==> src/rtl/can_smp_pkg.sv <==
package can_smp_pkg;

  // Number of equal raw bits after which a stuff bit is due.
  localparam int STUFF_RUN = 5;

  typedef enum logic {
    ST_IDLE = 1'b0,
    ST_RUN  = 1'b1
  } smp_state_e;

  typedef enum logic [1:0] {
    BK_DATA  = 2'd0,
    BK_STUFF = 2'd1,
    BK_VIOL  = 2'd2
  } bit_kind_e;

endpackage

==> src/rtl/cs_phase_timer.sv <==
// Position inside the nominal bit period, counted from the SOF edge.
module cs_phase_timer #(
  parameter int BIT_CYCLES = 125,
  parameter int SAMPLE_OFS = 87
) (
  input  logic clk,
  input  logic rst_n,
  input  logic start,
  input  logic run,
  output logic tick
);
  localparam int PH_W = (BIT_CYCLES > 2) ? $clog2(BIT_CYCLES) : 1;
  localparam logic [PH_W-1:0] PH_LAST = PH_W'(BIT_CYCLES - 1);
  localparam logic [PH_W-1:0] PH_SMP  = PH_W'(SAMPLE_OFS);

  logic [PH_W-1:0] phase;

  always_ff @(posedge clk) begin
    if (!rst_n) begin
      phase <= '0;
    end else if (start) begin
      // the SOF edge is phase 0, so the next edge is phase 1
      phase <= PH_W'(1);
    end else if (run) begin
      phase <= (phase == PH_LAST) ? '0 : phase + 1'b1;
    end else begin
      phase <= '0;
    end
  end

  assign tick = run && (phase == PH_SMP);

endmodule

==> src/rtl/cs_stuff_tracker.sv <==
// Tracks the run of equal raw bits and classifies the next raw bit.
module cs_stuff_tracker
  import can_smp_pkg::*;
(
  input  logic      clk,
  input  logic      rst_n,
  input  logic      clear,
  input  logic      tick,
  input  logic      bit_in,
  input  logic      tail,
  output bit_kind_e kind
);
  localparam int RL_W = $clog2(STUFF_RUN + 1);
  localparam logic [RL_W-1:0] RL_FULL = RL_W'(STUFF_RUN);

  logic [RL_W-1:0] run_len;
  logic            prev_bit;

  always_comb begin
    kind = BK_DATA;
    if (!tail && run_len == RL_FULL) begin
      kind = (bit_in != prev_bit) ? BK_STUFF : BK_VIOL;
    end
  end

  always_ff @(posedge clk) begin
    if (!rst_n || clear) begin
      run_len  <= '0;
      prev_bit <= 1'b1;
    end else if (tick) begin
      if (run_len == '0 || bit_in != prev_bit) begin
        run_len  <= RL_W'(1);
        prev_bit <= bit_in;
      end else if (run_len != RL_FULL) begin
        run_len <= run_len + 1'b1;
      end
    end
  end

endmodule

==> src/rtl/can_bit_sampler.sv <==
module can_bit_sampler
  import can_smp_pkg::*;
#(
  parameter int BIT_CYCLES   = 125,
  parameter int SAMPLE_PCT   = 70,
  parameter int MAX_RAW_BITS = 160
) (
  input  logic                            clk,
  input  logic                            rst_n,
  input  logic                            rx_in,
  input  logic                            frame_end,
  input  logic                            tail_mode,
  output logic                            bit_valid,
  output logic                            bit_value,
  output logic [$clog2(MAX_RAW_BITS)-1:0] bit_index,
  output logic                            sof_err,
  output logic                            stuff_err
);
  localparam int SAMPLE_OFS = (BIT_CYCLES * SAMPLE_PCT) / 100;
  localparam int IDX_W      = $clog2(MAX_RAW_BITS);
  localparam logic [IDX_W-1:0] RAW_LAST = IDX_W'(MAX_RAW_BITS - 1);

  smp_state_e       state;
  logic [IDX_W-1:0] raw_cnt;
  logic [IDX_W-1:0] idx;
  logic             start;
  logic             running;
  logic             tick;
  bit_kind_e        kind;

  assign start   = (state == ST_IDLE) && !rx_in;
  assign running = (state == ST_RUN);

  cs_phase_timer #(
    .BIT_CYCLES (BIT_CYCLES),
    .SAMPLE_OFS (SAMPLE_OFS)
  ) u_timer (
    .clk   (clk),
    .rst_n (rst_n),
    .start (start),
    .run   (running),
    .tick  (tick)
  );

  cs_stuff_tracker u_stuff (
    .clk    (clk),
    .rst_n  (rst_n),
    .clear  (start || frame_end),
    .tick   (tick),
    .bit_in (rx_in),
    .tail   (tail_mode),
    .kind   (kind)
  );

  always_ff @(posedge clk) begin
    if (!rst_n) begin
      state     <= ST_IDLE;
      raw_cnt   <= '0;
      idx       <= '0;
      bit_valid <= 1'b0;
      bit_value <= 1'b0;
      bit_index <= '0;
      sof_err   <= 1'b0;
      stuff_err <= 1'b0;
    end else begin
      bit_valid <= 1'b0;
      sof_err   <= 1'b0;
      stuff_err <= 1'b0;
      case (state)
        ST_IDLE: begin
          if (!rx_in) begin
            state   <= ST_RUN;
            raw_cnt <= '0;
            idx     <= '0;
          end
        end
        default: begin
          if (frame_end) begin
            state <= ST_IDLE;
          end else if (tick) begin
            raw_cnt <= raw_cnt + 1'b1;
            if (raw_cnt == RAW_LAST) begin
              state <= ST_IDLE;
            end
            case (kind)
              BK_VIOL: begin
                stuff_err <= 1'b1;
                state     <= ST_IDLE;
              end
              BK_STUFF: begin
                // dropped: no strobe, index unchanged
              end
              default: begin
                bit_valid <= 1'b1;
                bit_value <= rx_in;
                bit_index <= idx;
                idx       <= idx + 1'b1;
                if (idx == '0 && rx_in) begin
                  sof_err <= 1'b1;
                  state   <= ST_IDLE;
                end
              end
            endcase
          end
        end
      endcase
    end
  end

endmodule

==> config.mk <==
export PLATFORM = sky130hd
export DESIGN_NAME = can_bit_sampler
export DESIGN_NICKNAME = d
export VERILOG_FILES = /design/src/rtl/can_smp_pkg.sv /design/src/rtl/cs_phase_timer.sv /design/src/rtl/cs_stuff_tracker.sv /design/src/rtl/can_bit_sampler.sv
export SDC_FILE = /design/constraint.sdc
export NUM_CORES = 1
export LEC_CHECK = 0
export CAP_MARGIN = 5
export CORE_ASPECT_RATIO = 1.75
export CORE_MARGIN = 2
export CORE_UTILIZATION = 40
export CTS_BUF_LIST = sky130_fd_sc_hd__clkbuf_4 sky130_fd_sc_hd__clkbuf_8
export DETAILED_ROUTE_END_ITERATION = 6
export DONT_BUFFER_PORTS = 1
export PLACE_DENSITY = 0.6
export SYNTH_ARGS = -nofsm -noshare
export SYNTH_HDL_FRONTEND = slang
export SYNTH_SLANG_ARGS = --single-unit
==> constraint.sdc <==
create_clock -name clk -period 1.88 [get_ports clk]
set_input_delay 0.188 -clock clk [delete_from_list [all_inputs] [get_ports clk]]
set_output_delay 0.188 -clock clk [all_outputs]
set_load 0.01 [all_outputs]
==> impl_metrics.json, run 1 <==
{
  "seq_area_frac_synth_pct": 41.8,
  "start_kind": "flip-flop",
  "clock_sink_count": 40,
  "area_delta_synth_final_pct": 10.1,
  "h-tree-depth": 2,
  "setup_viol": 0,
  "grtUsageTotal_pct": 16.0,
  "hpwl_um": 3020,
  "detail-route-antenna-nets": 0,
  "cts_root_buf": "clkbuf_8",
  "grt_max_degree": 19,
  "slew_viol_final": 0,
  "p_total_w": 0.00149,
  "async_flop_share_pct": 0,
  "synth_warnings": 0,
  "ys_top_cells_by_count": "dfxtp_1 (40), nor2_1 (19), nand2_1 (16)",
  "ys_types": 46,
  "first_pass_iters": 4,
  "place_ws_ns": 0.157,
  "finalSetupTns_ns": 0,
  "gp_congestion": 0.818,
  "cpPeakStageDelay_ns": 0.51,
  "drive_gt1_share_pct": 9.17,
  "cp_top_family": "simple AND/OR/NAND/NOR gates",
  "finalWorstSetupSlack_ns": 0.146,
  "nets": 230,
  "status": "complete, no violations",
  "yosysMostFrequentCell": "dfxtp_1",
  "row_count": 33,
  "cp-end-kind": "flip-flop",
  "viasPerCell": 5.52,
  "start_util_pct": 41.1,
  "cpMaxStageDelayCell": "or4_1",
  "worstSkewPairLatency_ns": 0.29,
  "synth_top_area_share_pct": 41.8,
  "die_w_um": 56.3,
  "yosys-top-cells-area": "dfxtp_1 (42%), ha_1 (5.2%), mux2i_1 (4.2%)",
  "critical_path_class": "flip-flop to flip-flop",
  "overflow": 0,
  "synth_seq_cells": 40,
  "die_y_um": 95.5,
  "dieArea_um2": 5380,
  "rsz0062_at_grt": "false",
  "worst_slew_pin_slew_ns": 0.517,
  "grt_pass1_vias": 1442,
  "cp.required_ns": 2.11,
  "finalClockSkew_ns": 0.00788,
  "ios": 17,
  "post_drt_wl_per_cell_um": 14.6,
  "cts_tree": "yes",
  "hp-class": "input pin to flip-flop",
  "maxCapViolations": 0,
  "via_count": 1491,
  "synth_top_cell_by_area": "dfxtp_1",
  "slew_headroom_pct": 65.5,
  "grt_pass1_wl_um": 6570,
  "crit_fanout": 7,
  "core_region_area_um2": 4670,
  "antenna_found_initial": 0,
  "fmax_mhz": 577,
  "vdd_drop_max_mv": 0.418,
  "synth_area_um2": 1920,
  "path_clk_slew_ns": 0.08,
  "p_leak_nw": 0.723,
  "drcViolationCount": 0,
  "cts_made_buffers": 5,
  "syn_nets": 221,
  "finalHoldViolCount": 0,
  "cts_resized": 0,
  "netlist_instances": 208,
  "cp_num_buf_inv": 0,
  "wl_um": 3930,
  "ys.flop_type": "dfxtp_1",
  "cts_max_path_buffers": 2,
  "arrival_ns": 1.97,
  "post-route-period-util_pct": 92.2,
  "drt_iter0_markers": 44,
  "synth_edf_count": 0,
  "antenna_cells": 0,
  "power.density_nw_per_um2": 708,
  "fin_crit_ns": 1.73,
  "port_buffers": 0,
  "avgSynthCellArea_um2": 9.21,
  "worstPathCellList": "ha_1 -> and4b_1 -> a31oi_4 -> or4_1 -> a21oi_1"
}
## metrics by stage
| step | instance area (um2) | utilization (%) | hold WS (ns) | std cells |
|---|---|---|---|---|
| 6_report | 2110 | 45.2 | 0.0130 | 270 |
| 3_5_place_dp | 2010 | 43.0 | 0.298 | 261 |
| 4_1_cts | 2110 | 45.2 | 0.00555 | 270 |
| 5_1_grt | 2110 | 45.2 | 0.000550 | 270 |
| 2_1_floorplan | 1920 | - | 0.291 | 208 |
| 3_3_place_gp | 2010 | 43.0 | 0.295 | 261 |
## routing by layer
metal	GRT usage (%)	wire [um]
met1	15.3	1520
met3	3.12	96
met2	30.2	2140
met4	10.9	169
met5	0	0
## flip-flops by register name, indices dropped and copies added, names as in the netlist
register,count
bit_index,8
idx,8
raw_cnt,8
u_timer.phase,7
u_stuff.run_len,3
bit_valid,1
bit_value,1
running,1
sof_err,1
stuff_err,1
u_stuff.prev_bit,1
## logic make-up (layout without fill, tap and decap cells)
kind of cell	after synthesis	after routing	synth area share, %
AO/OA/AOI/OAI	32	32	12.3
multiplexers	8	8	4.18
flip-flops	40	40	41.8
buffers and inverters	18	28	4.57
XOR/XNOR	13	13	5.94
AND/OR/NAND/NOR	89	89	26.0
adder cells (fa/ha/maj)	8	8	5.23
## timing repair
action                                 4_1_cts  5_1_grt
setup buffers                                0        0
endpoints found under the hold margin        1        0
hold buffers                                 1        0
## cells in the final DEF (no fill, tap or decap), types with 2 or more instances in the layout
cell      netlist  routed
ha_1            8       8
xnor2_1         8       8
nand2b_1        2       2
xor2_1          5       5
nor2_1         19      19
nor3_1          2       2
clkinv_2        0       2
dfxtp_1        40      40
nor2b_1         8       8
and2_1          3       3
nand3_1        12      12
a21boi_0        5       5
or4_1           3       3
nand2_1        16      16
or3_1           4       4
a21oi_1         6       6
nand4_1         4       4
o21ai_0         6       6
buf_4           1       7
nor4_1          6       6
inv_1          11      11
o31ai_1         3       3
o211a_1         2       2
mux2i_1         8       8
clkbuf_8        0       6
## area by class of cell
class,count,area [um2]
Multi-Input combinational cell,150,1030
Clock inverter,2,10.0
Fill cell,460,2560
Tap cell,52,65.1
Inverter,11,41.3
Sequential cell,40,801
Timing Repair Buffer,9,82.6
Clock buffer,6,82.6
## power by group
part	internal (W)	switching, W	total, W
Clock	0.000293	0.000296	0.000589
Sequential	0.000851	0.00000619	0.000857
Combinational	0.0000208	0.0000261	0.0000469
Total	0.00116	0.000329	0.00149
## worst paths after layout
path | endpoint | startpoint | depth (start not counted) | slack, ns
setup / recovery | idx[7] | u_timer.phase[0] | 5 | 0.15
hold / removal | raw_cnt[0] | rst_n | 1 | 0.01
setup reg to reg | idx[7] | u_timer.phase[0] | 5 | 0.15
hold reg to reg | u_stuff.run_len[1] | u_stuff.run_len[1] | 2 | 0.50
Note: power is estimated with default switching activity, not from simulation.
==> run 2: changes to the inputs <==
--- a/config.mk
+++ b/config.mk
@@ -5,14 +5,15 @@
 export SDC_FILE = /design/constraint.sdc
 export NUM_CORES = 1
 export LEC_CHECK = 0
-export CAP_MARGIN = 5
+export CAP_MARGIN = 10
 export CORE_ASPECT_RATIO = 1.75
 export CORE_MARGIN = 2
-export CORE_UTILIZATION = 40
+export CORE_UTILIZATION = 44
 export CTS_BUF_LIST = sky130_fd_sc_hd__clkbuf_4 sky130_fd_sc_hd__clkbuf_8
 export DETAILED_ROUTE_END_ITERATION = 6
 export DONT_BUFFER_PORTS = 1
-export PLACE_DENSITY = 0.6
+export MAX_ROUTING_LAYER = met4
+export PLACE_DENSITY = 0.65
 export SYNTH_ARGS = -nofsm -noshare
 export SYNTH_HDL_FRONTEND = slang
 export SYNTH_SLANG_ARGS = --single-unit
==> run 2 against run 1 <==
  * Via count grew 0.80%
  * First-iteration DRC count increased by 34%
  * Power down 0.33%
  * Combinational power rose by 10%
  * Die area is 8.6% lower
  * Core utilization grew 5.5 points
  * Sequential power is essentially flat
  * Final cell count shrank 1.1%
  * Critical path type unchanged
  * Largest power group unchanged
  * Highest routed layer unchanged
==> impl_metrics.json, run 2 (synthesized netlist as in run 1, its figures left out) <==
{
  "clkPwrFrac_pct": 39.1,
  "cpMaxStageDelayCell": "or4_1",
  "critPathCapture": "idx[7]",
  "final_common_cell": "dfxtp_1",
  "gp_congestion": 0.825,
  "worst_slew_pin_slew_ns": 0.517,
  "nets": 230,
  "slew_headroom_pct": 65.4,
  "die_y_um": 91.3,
  "drcViolationCount": 0,
  "p_int_w": 0.00117,
  "postLayoutCoreUtil_pct": 50.7,
  "antenna_cells": 0,
  "cts_root_buf": "clkbuf_8",
  "worstPathCellList": "ha_1 -> and4b_1 -> a31oi_4 -> or4_1 -> a21oi_1",
  "fmax_mhz": 578,
  "post-route-period-util_pct": 92.1,
  "worstSkewPairLatency_ns": 0.29,
  "vdd_drop_max_mv": 0.503,
  "grt_pass1_wl_um": 6570,
  "first_pass_iters": 4,
  "finalHoldViolCount": 0,
  "h-tree-depth": 2,
  "p_seq_share_pct": 57.5,
  "wl_um": 3810,
  "cts_max_path_buffers": 2,
  "clock_sink_count": 40,
  "worst-path-stages": 5,
  "cp_num_buf_inv": 0,
  "swShare_pct": 21.6,
  "crit_fanout": 7,
  "viasPerCell": 5.63,
  "r2r-start": "u_timer.phase[0]",
  "p_leak_nw": 0.723,
  "cp-end-kind": "flip-flop",
  "fin_crit_ns": 1.73,
  "detail-route-antenna-nets": 0,
  "post_drt_wl_per_cell_um": 14.3,
  "area_delta_synth_final_pct": 9.93,
  "reg2regPathDepth": 5,
  "grtUsageTotal_pct": 18.3,
  "finalClockSkew_ns": 0.00820,
  "cp-startpoint": "u_timer.phase[0]",
  "hpwl_um": 2890,
  "cts_setup_buffers": 0,
  "cp.required_ns": 2.11,
  "finalSetupTns_ns": 0,
  "port_buffers": 0,
  "top_regs": "bit_index: 8 flops, idx: 8 flops, raw_cnt: 8 flops",
  "cts_made_buffers": 5,
  "drive_gt1_share_pct": 9.17,
  "maxCapViolations": 0,
  "drt_iter0_markers": 59,
  "rrSetupSlack_ns": 0.15,
  "p_total_w": 0.00149,
  "rsz0062_at_grt": "false",
  "arrival_ns": 1.96,
  "start_util_pct": 46.2,
  "slew_viol_final": 0,
  "cts_resized": 0,
  "power.density_nw_per_um2": 707,
  "cts_tree": "yes",
  "p_switching_w": 0.000322,
  "path_clk_slew_ns": 0.08,
  "status": "complete, no violations",
  "via_count": 1503,
  "cp_top_family": "simple AND/OR/NAND/NOR gates",
  "regToRegEndpoint": "idx[7]",
  "dieArea_um2": 4920,
  "grt_pass1_vias": 1538,
  "final_cell_mix": "dfxtp_1 (40), nor2_1 (19), nand2_1 (16)",
  "core_region_area_um2": 4150,
  "grt_max_degree": 19,
  "overflow": 0,
  "antenna_found_initial": 0,
  "start_kind": "flip-flop",
  "critical_path_class": "flip-flop to flip-flop",
  "die_w_um": 53.9,
  "row_count": 31,
  "setup_viol": 0,
  "hp-class": "input pin to flip-flop",
  "cpPeakStageDelay_ns": 0.52,
  "ios": 17,
  "p_comb_share_pct": 3.5
}
-- run 2: worst min path at each step --
| stage | start | end | cells past startpoint |
|---|---|---|---|
| finish | rst_n | raw_cnt[0] | 1 |
| global route | rst_n | raw_cnt[0] | 1 |
| CTS | rst_n | raw_cnt[0] | 1 |
| detailed placement | frame_end | running | 1 |
| global placement | frame_end | running | 1 |
| floorplan | frame_end | running | 1 |
-- run 2: stage by stage --
stage	setup WS [ns]	instances	hold slack (ns)	cell area [um2]
floorplan	0.150	208	0.291	1920
CTS	0.152	267	0.00744	2110
finish	0.149	267	0.0123	2110
detailed placement	0.166	258	0.296	2000
global placement	0.214	258	0.305	2000
global route	0.0555	267	0.00598	2110
-- run 2: layout make-up --
class | instances | area [um2]
timing repair buffer | 9 | 82.6
sequential | 40 | 801
clock buffer | 6 | 82.6
tap | 49 | 61.3
multi-input combinational | 150 | 1030
fill | 401 | 2040
clock inverter | 2 | 10.0
inverter | 11 | 41.3
-- run 2: routing by layer --
layer  global-route usage, %  vias up  wire [um]
met5                       -        -          0
met4                    7.91        0         79
met3                    3.78        6        142
met2                    33.0       31       2140
met1                    17.4      712       1450
li1                        -      754          -
-- run 2: what timing repair did --
| item | 4_1_cts | 5_1_grt |
|---|---|---|
| endpoints found under the setup margin | 0 | 0 |
| hold buffers | 1 | 0 |
| endpoints found under the hold margin | 1 | 0 |
-- run 2: power by group through the flow --
stage	logic, W	clock network (W)	registers [W]
2_1_floorplan	0.0000404	0	0.000873
3_3_place_gp	0.0000508	0	0.000875
3_5_place_dp	0.0000501	0	0.000875
4_1_cts	0.0000521	0.000598	0.000855
5_1_grt	0.0000569	0.000629	0.000855
6_report	0.0000516	0.000582	0.000855
